<file path="src/rtl/pwr_pkg.sv">
package pwr_pkg;
  typedef enum logic [2:0] {
    ST_STANDBY, ST_RUN, ST_HALT, ST_SREF_WAIT, ST_PART_RST
  } pwrState_t;

  typedef struct packed {
    logic tmrRun;
    logic latchSrc;
    logic markTimeout;
    logic busOn;
  } ctlStrobe_t;

  localparam logic [1:0] CMD_HALT    = 2'b01;
  localparam logic [1:0] CMD_STANDBY = 2'b10;
endpackage

</file>
<file path="src/rtl/pwr_rst_sync.sv">
module pwr_rst_sync #(
  parameter int STAGES = 2
) (
  input  logic clk,
  input  logic rawN,
  output logic syncN
);
  logic [STAGES-1:0] chain;

  always_ff @(posedge clk or negedge rawN) begin
    if (!rawN) chain <= '0;
    else       chain <= {chain[STAGES-2:0], 1'b1};
  end

  assign syncN = chain[STAGES-1];
endmodule

</file>
<file path="src/rtl/pwr_datapath.sv">
module pwr_datapath
  import pwr_pkg::*;
#(
  parameter int SREF_TIMEOUT = 64,
  parameter int STATUS_W     = 4,
  parameter int SYNC_STAGES  = 2
) (
  input  logic                clk,
  input  logic                porN,
  input  logic                pfailN,
  input  logic                userRstN,
  input  logic [1:0]          divSel,
  input  logic                statusClrValid,
  input  logic [STATUS_W-1:0] statusClr,
  input  ctlStrobe_t          strobe,
  output logic                porSyncN,
  output logic                pfReq,
  output logic                userReq,
  output logic                tmrDone,
  output logic                periClkEn,
  output logic [STATUS_W-1:0] rstStatus
);
  localparam int NUM_SRC = 3;
  localparam int TMR_W   = $clog2(SREF_TIMEOUT + 1);
  localparam int DIV_W   = 3;

  logic [NUM_SRC-1:0] rawN, syncN;
  assign rawN = {userRstN, pfailN, porN};

  for (genvar i = 0; i < NUM_SRC; i++) begin : g_sync
    pwr_rst_sync #(.STAGES(SYNC_STAGES)) u_sync (
      .clk(clk), .rawN(rawN[i]), .syncN(syncN[i])
    );
  end

  assign porSyncN = syncN[0];
  assign pfReq    = ~syncN[1];
  assign userReq  = ~syncN[2];

  // self-refresh wait timer
  logic [TMR_W-1:0] tmrCnt;
  assign tmrDone = strobe.tmrRun && (tmrCnt == TMR_W'(SREF_TIMEOUT - 1));

  always_ff @(posedge clk or negedge porSyncN) begin
    if (!porSyncN)           tmrCnt <= '0;
    else if (!strobe.tmrRun) tmrCnt <= '0;
    else if (!tmrDone)       tmrCnt <= tmrCnt + 1'b1;
  end

  // peripheral clock divider
  logic [DIV_W-1:0] divCnt, divLast;
  always_comb begin
    case (divSel)
      2'd0:    divLast = DIV_W'(1);
      2'd1:    divLast = DIV_W'(3);
      default: divLast = DIV_W'(7);
    endcase
  end

  always_ff @(posedge clk or negedge porSyncN) begin
    if (!porSyncN)            divCnt <= '0;
    else if (!strobe.busOn)   divCnt <= '0;
    else if (divCnt >= divLast) divCnt <= '0;
    else                      divCnt <= divCnt + 1'b1;
  end

  assign periClkEn = strobe.busOn && (divCnt == divLast);

  // sticky status, write-one-to-clear
  logic [STATUS_W-1:0] setMask, clrMask;
  always_comb begin
    setMask    = '0;
    setMask[1] = strobe.latchSrc & pfReq;
    setMask[2] = strobe.latchSrc & userReq;
    setMask[3] = strobe.markTimeout;
    clrMask    = statusClrValid ? statusClr : '0;
  end

  always_ff @(posedge clk or negedge porSyncN) begin
    if (!porSyncN) rstStatus <= STATUS_W'(1);
    else           rstStatus <= (rstStatus & ~clrMask) | setMask;
  end

  assert_timer_bound_R7: assert property (@(posedge clk) disable iff (!porSyncN)
    tmrCnt < TMR_W'(SREF_TIMEOUT));

  assert_peri_spacing_R10: assert property (@(posedge clk) disable iff (!porSyncN)
    periClkEn |=> !periClkEn);

  assert_status_sticky_R9: assert property (@(posedge clk) disable iff (!porSyncN)
    (|($past(rstStatus) & ~rstStatus)) |-> $past(statusClrValid));
endmodule

</file>
<file path="src/rtl/pwr_control.sv">
module pwr_control
  import pwr_pkg::*;
(
  input  logic       clk,
  input  logic       porSyncN,
  input  logic       modeCmdValid,
  input  logic [1:0] modeCmd,
  input  logic       wakeEvent,
  input  logic       srefAck,
  input  logic       pfReq,
  input  logic       userReq,
  input  logic       tmrDone,
  output ctlStrobe_t strobe,
  output logic       cpuClkEn,
  output logic       busClkEn,
  output logic       mainOscEn,
  output logic       lcdEn,
  output logic       srefReq,
  output logic       inPartRst
);
  pwrState_t state, stateNext;
  logic anyReq, steady;

  assign anyReq = pfReq | userReq;
  assign steady = (state == ST_STANDBY) || (state == ST_RUN) || (state == ST_HALT);

  always_comb begin
    stateNext = state;
    case (state)
      ST_STANDBY:   if (anyReq) stateNext = ST_SREF_WAIT;
                    else if (wakeEvent) stateNext = ST_RUN;
      ST_RUN:       if (anyReq) stateNext = ST_SREF_WAIT;
                    else if (modeCmdValid && modeCmd == CMD_HALT) stateNext = ST_HALT;
                    else if (modeCmdValid && modeCmd == CMD_STANDBY) stateNext = ST_STANDBY;
      ST_HALT:      if (anyReq) stateNext = ST_SREF_WAIT;
                    else if (wakeEvent) stateNext = ST_RUN;
      ST_SREF_WAIT: if (srefAck || tmrDone) stateNext = ST_PART_RST;
      ST_PART_RST:  if (!anyReq) stateNext = ST_STANDBY;
      default:      stateNext = ST_STANDBY;
    endcase
  end

  always_ff @(posedge clk or negedge porSyncN) begin
    if (!porSyncN) state <= ST_STANDBY;
    else           state <= stateNext;
  end

  always_comb begin
    cpuClkEn  = 1'b0;
    busClkEn  = 1'b0;
    mainOscEn = 1'b0;
    lcdEn     = 1'b0;
    case (state)
      ST_RUN:  begin cpuClkEn = 1'b1; busClkEn = 1'b1; mainOscEn = 1'b1; lcdEn = 1'b1; end
      ST_HALT: begin busClkEn = 1'b1; mainOscEn = 1'b1; lcdEn = 1'b1; end
      ST_SREF_WAIT, ST_PART_RST: begin busClkEn = 1'b1; mainOscEn = 1'b1; end
      default: ;
    endcase
  end

  assign srefReq   = (state == ST_SREF_WAIT) || (state == ST_PART_RST);
  assign inPartRst = (state == ST_PART_RST);

  assign strobe.tmrRun      = (state == ST_SREF_WAIT);
  assign strobe.latchSrc    = steady && anyReq;
  assign strobe.markTimeout = (state == ST_SREF_WAIT) && tmrDone && !srefAck;
  assign strobe.busOn       = busClkEn;

  assert_part_after_sref_R6: assert property (@(posedge clk) disable iff (!porSyncN)
    (state == ST_PART_RST && $past(state) != ST_PART_RST) |-> $past(state) == ST_SREF_WAIT);

  assert_exit_to_standby_R8: assert property (@(posedge clk) disable iff (!porSyncN)
    (state != ST_PART_RST && $past(state) == ST_PART_RST) |-> state == ST_STANDBY);

  assert_halt_exits_R5: assert property (@(posedge clk) disable iff (!porSyncN)
    state == ST_HALT |=> (state == ST_HALT || state == ST_RUN || state == ST_SREF_WAIT));
endmodule

</file>
<file path="src/rtl/pwr_reset_ctrl.sv">
module pwr_reset_ctrl
  import pwr_pkg::*;
#(
  parameter int SREF_TIMEOUT = 64,
  parameter int STATUS_W     = 4
) (
  input  logic                clk,
  input  logic                porN,
  input  logic                pfailN,
  input  logic                userRstN,
  input  logic                modeCmdValid,
  input  logic [1:0]          modeCmd,
  input  logic                wakeEvent,
  input  logic [1:0]          divSel,
  input  logic                srefAck,
  input  logic                statusClrValid,
  input  logic [STATUS_W-1:0] statusClr,
  output logic                cpuClkEn,
  output logic                busClkEn,
  output logic                periClkEn,
  output logic                mainOscEn,
  output logic                lcdEn,
  output logic                fullRstN,
  output logic                partRstN,
  output logic                srefReq,
  output logic [STATUS_W-1:0] rstStatus
);
  ctlStrobe_t strobe;
  logic porSyncN, pfReq, userReq, tmrDone, inPartRst;

  pwr_datapath #(.SREF_TIMEOUT(SREF_TIMEOUT), .STATUS_W(STATUS_W)) u_dp (
    .clk(clk), .porN(porN), .pfailN(pfailN), .userRstN(userRstN),
    .divSel(divSel), .statusClrValid(statusClrValid), .statusClr(statusClr),
    .strobe(strobe), .porSyncN(porSyncN), .pfReq(pfReq), .userReq(userReq),
    .tmrDone(tmrDone), .periClkEn(periClkEn), .rstStatus(rstStatus)
  );

  pwr_control u_ctl (
    .clk(clk), .porSyncN(porSyncN), .modeCmdValid(modeCmdValid), .modeCmd(modeCmd),
    .wakeEvent(wakeEvent), .srefAck(srefAck), .pfReq(pfReq), .userReq(userReq),
    .tmrDone(tmrDone), .strobe(strobe), .cpuClkEn(cpuClkEn), .busClkEn(busClkEn),
    .mainOscEn(mainOscEn), .lcdEn(lcdEn), .srefReq(srefReq), .inPartRst(inPartRst)
  );

  assign fullRstN = porSyncN;
  assign partRstN = porSyncN & ~inPartRst;

  assert_full_keeps_part_R2: assert property (@(posedge clk)
    !fullRstN |-> (!partRstN && !srefReq));
endmodule

</file>
<file path="config.mk">
export PLATFORM = sky130hd
export DESIGN_NAME = pwr_reset_ctrl
export DESIGN_NICKNAME = d
export VERILOG_FILES = /design/src/rtl/pwr_pkg.sv /design/src/rtl/pwr_rst_sync.sv /design/src/rtl/pwr_datapath.sv /design/src/rtl/pwr_control.sv /design/src/rtl/pwr_reset_ctrl.sv
export SDC_FILE = /design/constraint.sdc
export NUM_CORES = 1
export LEC_CHECK = 0
export ABC_AREA = 0
export BUFFER_PORTS_ARGS = -buffer_cell sky130_fd_sc_hd__buf_2
export CAP_MARGIN = 20
export CORE_AREA = 5 5 53 55
export DETAILED_ROUTE_END_ITERATION = 7
export DIE_AREA = 0 0 58 60
export PLACE_DENSITY = 0.76
export SLEW_MARGIN = 20
export SYNTH_ARGS = -nofsm -noshare
export SYNTH_HDL_FRONTEND = slang
export SYNTH_SLANG_ARGS = --single-unit
</file>
<file path="constraint.sdc">
create_clock -name clk -period 1.72 [get_ports clk]
set_input_delay 0.516 -clock clk [delete_from_list [all_inputs] [get_ports clk]]
set_output_delay 0.516 -clock clk [all_outputs]
set_load 0.01 [all_outputs]
</file>
==> results.md, run 1 <==
- Status: complete, but fails checks
- Failing checks: setup timing
- Critical setup path kind: reg -> out
- Worst setup EP type: primary output
- Worst-path fanout max: 2
- Required @ worst endpoint: 1.20 ns
- Area of the multi-input gates: 533 µm²
- Syn avg cell area: 11.1 µm²
- Initial Utilization: 48.0%
- Synthesis-to-finish area growth: 34.3%
- Number of port buffers: 27
- Cell Area, Placed: 1300 µm²
- DRC errors left: 0
- Reg2Reg Setup Slack: 0.19 ns
- Unrepaired setup endpoints after global routing: yes
- Maxcap violations: 0
- Via-to-Cell Ratio: 5.36
- Min Tclk post-route: 1.82 ns
- Initial DRT Pass Iterations: 4
- Worst setup SP type: flop
- Setup violators final: 7
- Leak Pwr: 0.000763 µW
- Clk buf depth: 2
- Synthesis-stage register bit count: 23
- Global-route wire length before repair: 4390 µm
- Switch Pwr: 807 µW
- CTS tree: built
- Area of the core: 2340 µm²
- Max H-tree Level: 1
- Register area: 579 µm²
- Clock Latency Late Sink: 0.31 ns
- Max stage delay cell, worst path: dfrtp_1
- Clk_skew: 0.00426 ns
- Maximum VDD drop: 1.03 mV
- Share of cells above drive strength 1: 40.0%
- Worst r2r path cells: 4
- Cts bufs inserted: 3
- Post-synth cell types: 38
- Remaining global-route overflow: 0
- Sw Ratio: 36.4%
- Worst-path cell chain: ha_1 > nand3_1 > nor2_1 > buf_2
- RR Startpoint: u_dp.tmrCnt[0]
- Biggest area consumer among synthesized cells: dfrtp_1
- DIE AREA: 3480 µm²
- Final Max Tran Viols: 0
- Design Power: 2220 µW
- Largest net degree at the start of global routing: 13
- Final Hold Violating Endpoints: 0
- Post-synthesis cell count: 101
- # nets final: 171
- Clock slew at reported path FFs: 0.12 ns
- Post-Syn Area: 1120 µm²
- FFs w/ async S/R, synth: 100%
- Top cells by area, synth: dfrtp_1 (49%), ha_1 (4.5%), xnor2_1 (3.9%)
- IO Pins: 28
- Die width: 58 µm
- Final-layout fill cell count: 192
- WL final: 2560 µm
- Reg2reg end: u_ctl.state[0]
- Comb power frac: 54.2%
- Total number of vias: 965
- Post-synth top cells: dfrtp_1 (22), nand2_1 (7), a21oi_1 (6)
- Chip height: 60 µm
- HPWL after DPL: 1840 µm
- Finished Cell Area: 1510 µm²
- CP arrival: 1.31 ns
- Routability cong.: 0.795
- Clk pwr share: 11.1%
- Dpl ws: -0.0425 ns
- Slowest cell delay on critical path: 0.42 ns
- Number of global-route vias before repair: 1044
- Setup WS post-layout: -0.105 ns
- Row count: 18
- PwrDens: 1470 nW/µm²
- FMAX: 0.548 GHz
- Root buf cell: clkbuf_4
- Worst hold path class: reg -> async
- Share of the synthesized area in the top cell type: 49.0%
- Most common cell in the netlist: dfrtp_1
- GRT Util Overall: 16.6%
- Post-synthesis sequential area ratio: 51.3%
- Predominant post-synthesis flop cell: dfrtp_1
- P_int: 1410 µW
- Crit share post-route: 106%
- WL/cell: 14.2 µm
- CTS Sinks: 23
- Initial antenna violation count: 0
- EDFF count, synth: 0
- Antenna cells: 0
- DRT iter0 DRCs: 20
- Sequential share of power: 34.7%
- Final ANT Viol Nets: 0
- Yosys Warn Count: 0
[worst max-delay path by stage]
stage                         startpoint        end  depth (start not counted)
after detailed placement       divSel[1]  periClkEn                          6
after global routing      u_dp.divCnt[2]  periClkEn                          4
final                     u_dp.divCnt[2]  periClkEn                          4
after global placement         divSel[1]  periClkEn                          6
after floorplan           u_ctl.state[1]  mainOscEn                          5
after CTS                 u_dp.divCnt[2]  periClkEn                          4
[registers in the layout, summed over array words and instances (netlist names)]
signal / cells
u_ctl.state: 3
u_dp.divCnt: 3
u_dp.g_sync.u_sync.chain: 6
u_dp.rstStatus: 4
u_dp.tmrCnt: 7
[placed cells by master, fill, tap and decap left out, types with 3 or more instances in the layout]
cell type / synthesis / layout
buf_2: 0 / 26
dfrtp_1: 22 / 20
buf_4: 2 / 13
a21oi_1: 6 / 6
nand2_1: 7 / 6
nor2_1: 5 / 5
buf_6: 2 / 5
inv_1: 5 / 4
xnor2_1: 5 / 4
ha_1: 4 / 4
o21ai_0: 3 / 3
nand3_1: 3 / 3
clkbuf_4: 0 / 3
dlygate4sd3_1: 0 / 3
conb_1: 1 / 3
[power groups by stage]
stage	logic [µW]	clock network (µW)	registers, µW
after floorplan	601	0	752
after global placement	764	0	778
after detailed placement	794	0	785
after CTS	1060	253	762
after global routing	1320	286	784
final	1200	247	770
[stage by stage]
step | hold slack (ns) | setup TNS, ns | utilization (%) | std cells
finish | 0.213 | -0.441 | 64.4 | 180
global route | 0.241 | -1.04 | 64.4 | 180
CTS | 0.206 | -0.369 | 62.1 | 177
detailed placement | 0.194 | -0.0425 | 55.3 | 160
global placement | 0.195 | 0 | 55.3 | 160
floorplan | 0.220 | 0 | - | 103
[cell type report]
class	instances	share of cell area, %
sequential	23	38.4
multi-input combinational	71	35.3
timing repair buffer	47	20.8
tap	30	2.49
clock buffer	4	1.74
inverter	5	1.24
[cells by family after synthesis]
logic type      count (synthesis)  share of synthesized area, %
buf+inv                         9                          5.01
xor+xnor                        5                          3.90
flops                          23                          51.3
other cells                     1                         0.334
compound gates                 24                          14.6
fa+ha+maj                       4                          4.45
simple gates                   35                          20.4
[what timing repair did]
item	CTS	global route
endpoints found under the setup margin	7	7
resized for setup	7	7
setup buffers	10	3
pin swaps	5	6
endpoints found under the hold margin	6	0
hold buffers	3	0
[critical path: cells and delay by family, from the launching register on]
family	cells	cell delay, ns
flops	1	0.42
simple gates	2	0.16
buf+inv	1	0.14
fa+ha+maj	1	0.29
[metal layers]
layer | wire, µm | GRT usage, % | vias up | part of all wire [%]
met1 | 998 | 18.7 | 465 | 39
met4 | 69 | 7.62 | 0 | 2.7
met3 | 141 | 2.59 | 9 | 5.5
li1 | - | - | 461 | -
met2 | 1350 | 30.6 | 30 | 53
met5 | 0 | 0 | - | 0
(Power assumes the default switching activity.)
==> inputs of run 2 (changes only) <==
--- a/config.mk
+++ b/config.mk
@@ -11,7 +11,8 @@
 export CORE_AREA = 5 5 53 55
 export DETAILED_ROUTE_END_ITERATION = 7
 export DIE_AREA = 0 0 58 60
-export PLACE_DENSITY = 0.76
+export PLACE_DENSITY_LB_ADDON = 0.12
+export SKIP_LAST_GASP = 1
 export SLEW_MARGIN = 20
 export SYNTH_ARGS = -nofsm -noshare
 export SYNTH_HDL_FRONTEND = slang
==> results.md, run 2 (synthesis gave the netlist of run 1 again) <==
- Status: complete, but fails checks
- Failing checks: setup timing
- Largest net degree at the start of global routing: 14
- Final-layout fill cell count: 203
- Worst hold path class: reg -> async
- RR Startpoint: u_dp.tmrCnt[0]
- Min Tclk post-route: 1.85 ns
- Maxcap violations: 0
- Commonest non-fill, non-tap cell in the layout: buf_2
- Crit share post-route: 108%
- Chip height: 60 µm
- Required @ worst endpoint: 1.20 ns
- Clock Latency Late Sink: 0.31 ns
- Clk pwr share: 11.9%
- HPWL after DPL: 1810 µm
- DIE AREA: 3480 µm²
- Dpl ws: -0.0486 ns
- Initial Utilization: 48.0%
- WL final: 2570 µm
- Worst setup SP type: flop
- WL/cell: 14.7 µm
- Number of port buffers: 27
- Clk buf depth: 2
- Global-route wire length before repair: 4200 µm
- Row count: 18
- Number of global-route vias before repair: 1004
- # nets final: 166
- Via-to-Cell Ratio: 5.49
- DRT iter0 DRCs: 22
- CTS tree: built
- Max H-tree Level: 1
- DRC errors left: 0
- Reg2reg end: u_ctl.state[0]
- Switch Pwr: 783 µW
- PwrDens: 1420 nW/µm²
- Maximum VDD drop: 0.959 mV
- Leak Pwr: 0.000734 µW
- Most flops, register: u_dp.tmrCnt
- Synthesis-to-finish area growth: 32.5%
- Antenna cells: 0
- Worst-path fanout max: 2
- Sequential share of power: 36.6%
- CP arrival: 1.34 ns
- Worst setup EP type: primary output
- Share of cells above drive strength 1: 38.6%
- Die width: 58 µm
- IO Pins: 28
- Comb power frac: 51.6%
- Largest regs: u_dp.tmrCnt x7, u_dp.g_sync.u_sync.chain x6, u_dp.rstStatus x4
- Total number of vias: 960
- Cts bufs inserted: 3
- Initial antenna violation count: 0
- Sw Ratio: 37.1%
- Root buf cell: clkbuf_4
- Setup WS post-layout: -0.131 ns
- Final Max Tran Viols: 0
- Final Hold Violating Endpoints: 0
- Commonest cells after routing, fill and taps aside: buf_2 (27), dfrtp_1 (21), buf_4 (9)
- Initial DRT Pass Iterations: 4
- Sum Neg Setup Slack: -0.513 ns
- Clock slew at reported path FFs: 0.13 ns
- Max FFs per register: 7
- Setup violators final: 7
- P_int: 1330 µW
- Final ANT Viol Nets: 0
- Unrepaired setup endpoints after global routing: yes
- CTS Sinks: 23
- Area of the core: 2340 µm²
- GRT Util Overall: 16.0%
- Critical setup path kind: reg -> out
- FMAX: 0.540 GHz
- Worst r2r path cells: 4
- Clk_skew: 0.00597 ns
- Routability cong.: 0.795
- Reg2Reg Setup Slack: 0.19 ns
- Remaining global-route overflow: 0
==> run 2: worst max-delay path: stages (launching register included) <==
cell and delay [ns]:
dfrtp_1 0.44, ha_4 0.29, nand3_2 0.07, nor2_1 0.10, buf_2 0.13
==> run 2: layout make-up <==
type                    count  area, µm²  share of cell area, %
flip-flops and latches     23        578                   38.8
multi-input cells          71        561                   37.6
repair buffers             42        267                   17.9
well taps                  30       37.5                   2.52
clock buffers               3       22.5                   1.51
inverters                   5       18.8                   1.26
clock inverters             1       5.00                  0.336
==> run 2: per-stage QoR <==
step	hold WS, ns	cells	power (µW)	instance area [µm²]	utilization (%)
2_1_floorplan	0.220	103	1350	1130	-
3_5_place_dp	0.116	161	1590	1300	55.7
4_1_cts	0.129	173	1980	1430	60.9
5_1_grt	0.158	175	2270	1490	63.6
6_report	0.129	175	2110	1490	63.6
3_3_place_gp	0.114	161	1570	1300	55.7
==> run 2: timing repair <==
action | in CTS | in global routing
buffers inserted | 5 | 2
hold endpoints to repair | 6 | 0
endpoints found under the setup margin | 7 | 7
gates resized for setup | 7 | 5
pin swaps | 4 | 7
hold buffers | 3 | 0
==> run 2: how the worst max path moves through the flow <==
stage	from	cells after the start	endpoint
floorplan	u_ctl.state[1]	5	mainOscEn
global placement	divSel[1]	6	periClkEn
detailed placement	divSel[1]	6	periClkEn
CTS	u_dp.divCnt[2]	4	periClkEn
global route	u_dp.divCnt[1]	4	periClkEn
finish	u_dp.divCnt[1]	4	periClkEn
==> run 2: layer usage <==
layer	GRT usage, %	part of all wire, %	vias to the layer above
met1	17.8	39	476
met4	8.94	2.4	0
met3	3.02	5.8	7
met2	28.7	52	28
li1	-	-	449
met5	0	0	-
==> run 2: power groups by stage <==
stage / Clock [µW] / Combinational [µW] / Sequential, µW
2_1_floorplan: 0 / 601 / 752
3_3_place_gp: 0 / 801 / 767
3_5_place_dp: 0 / 819 / 770
4_1_cts: 258 / 969 / 756
5_1_grt: 280 / 1210 / 784
6_report: 250 / 1090 / 771
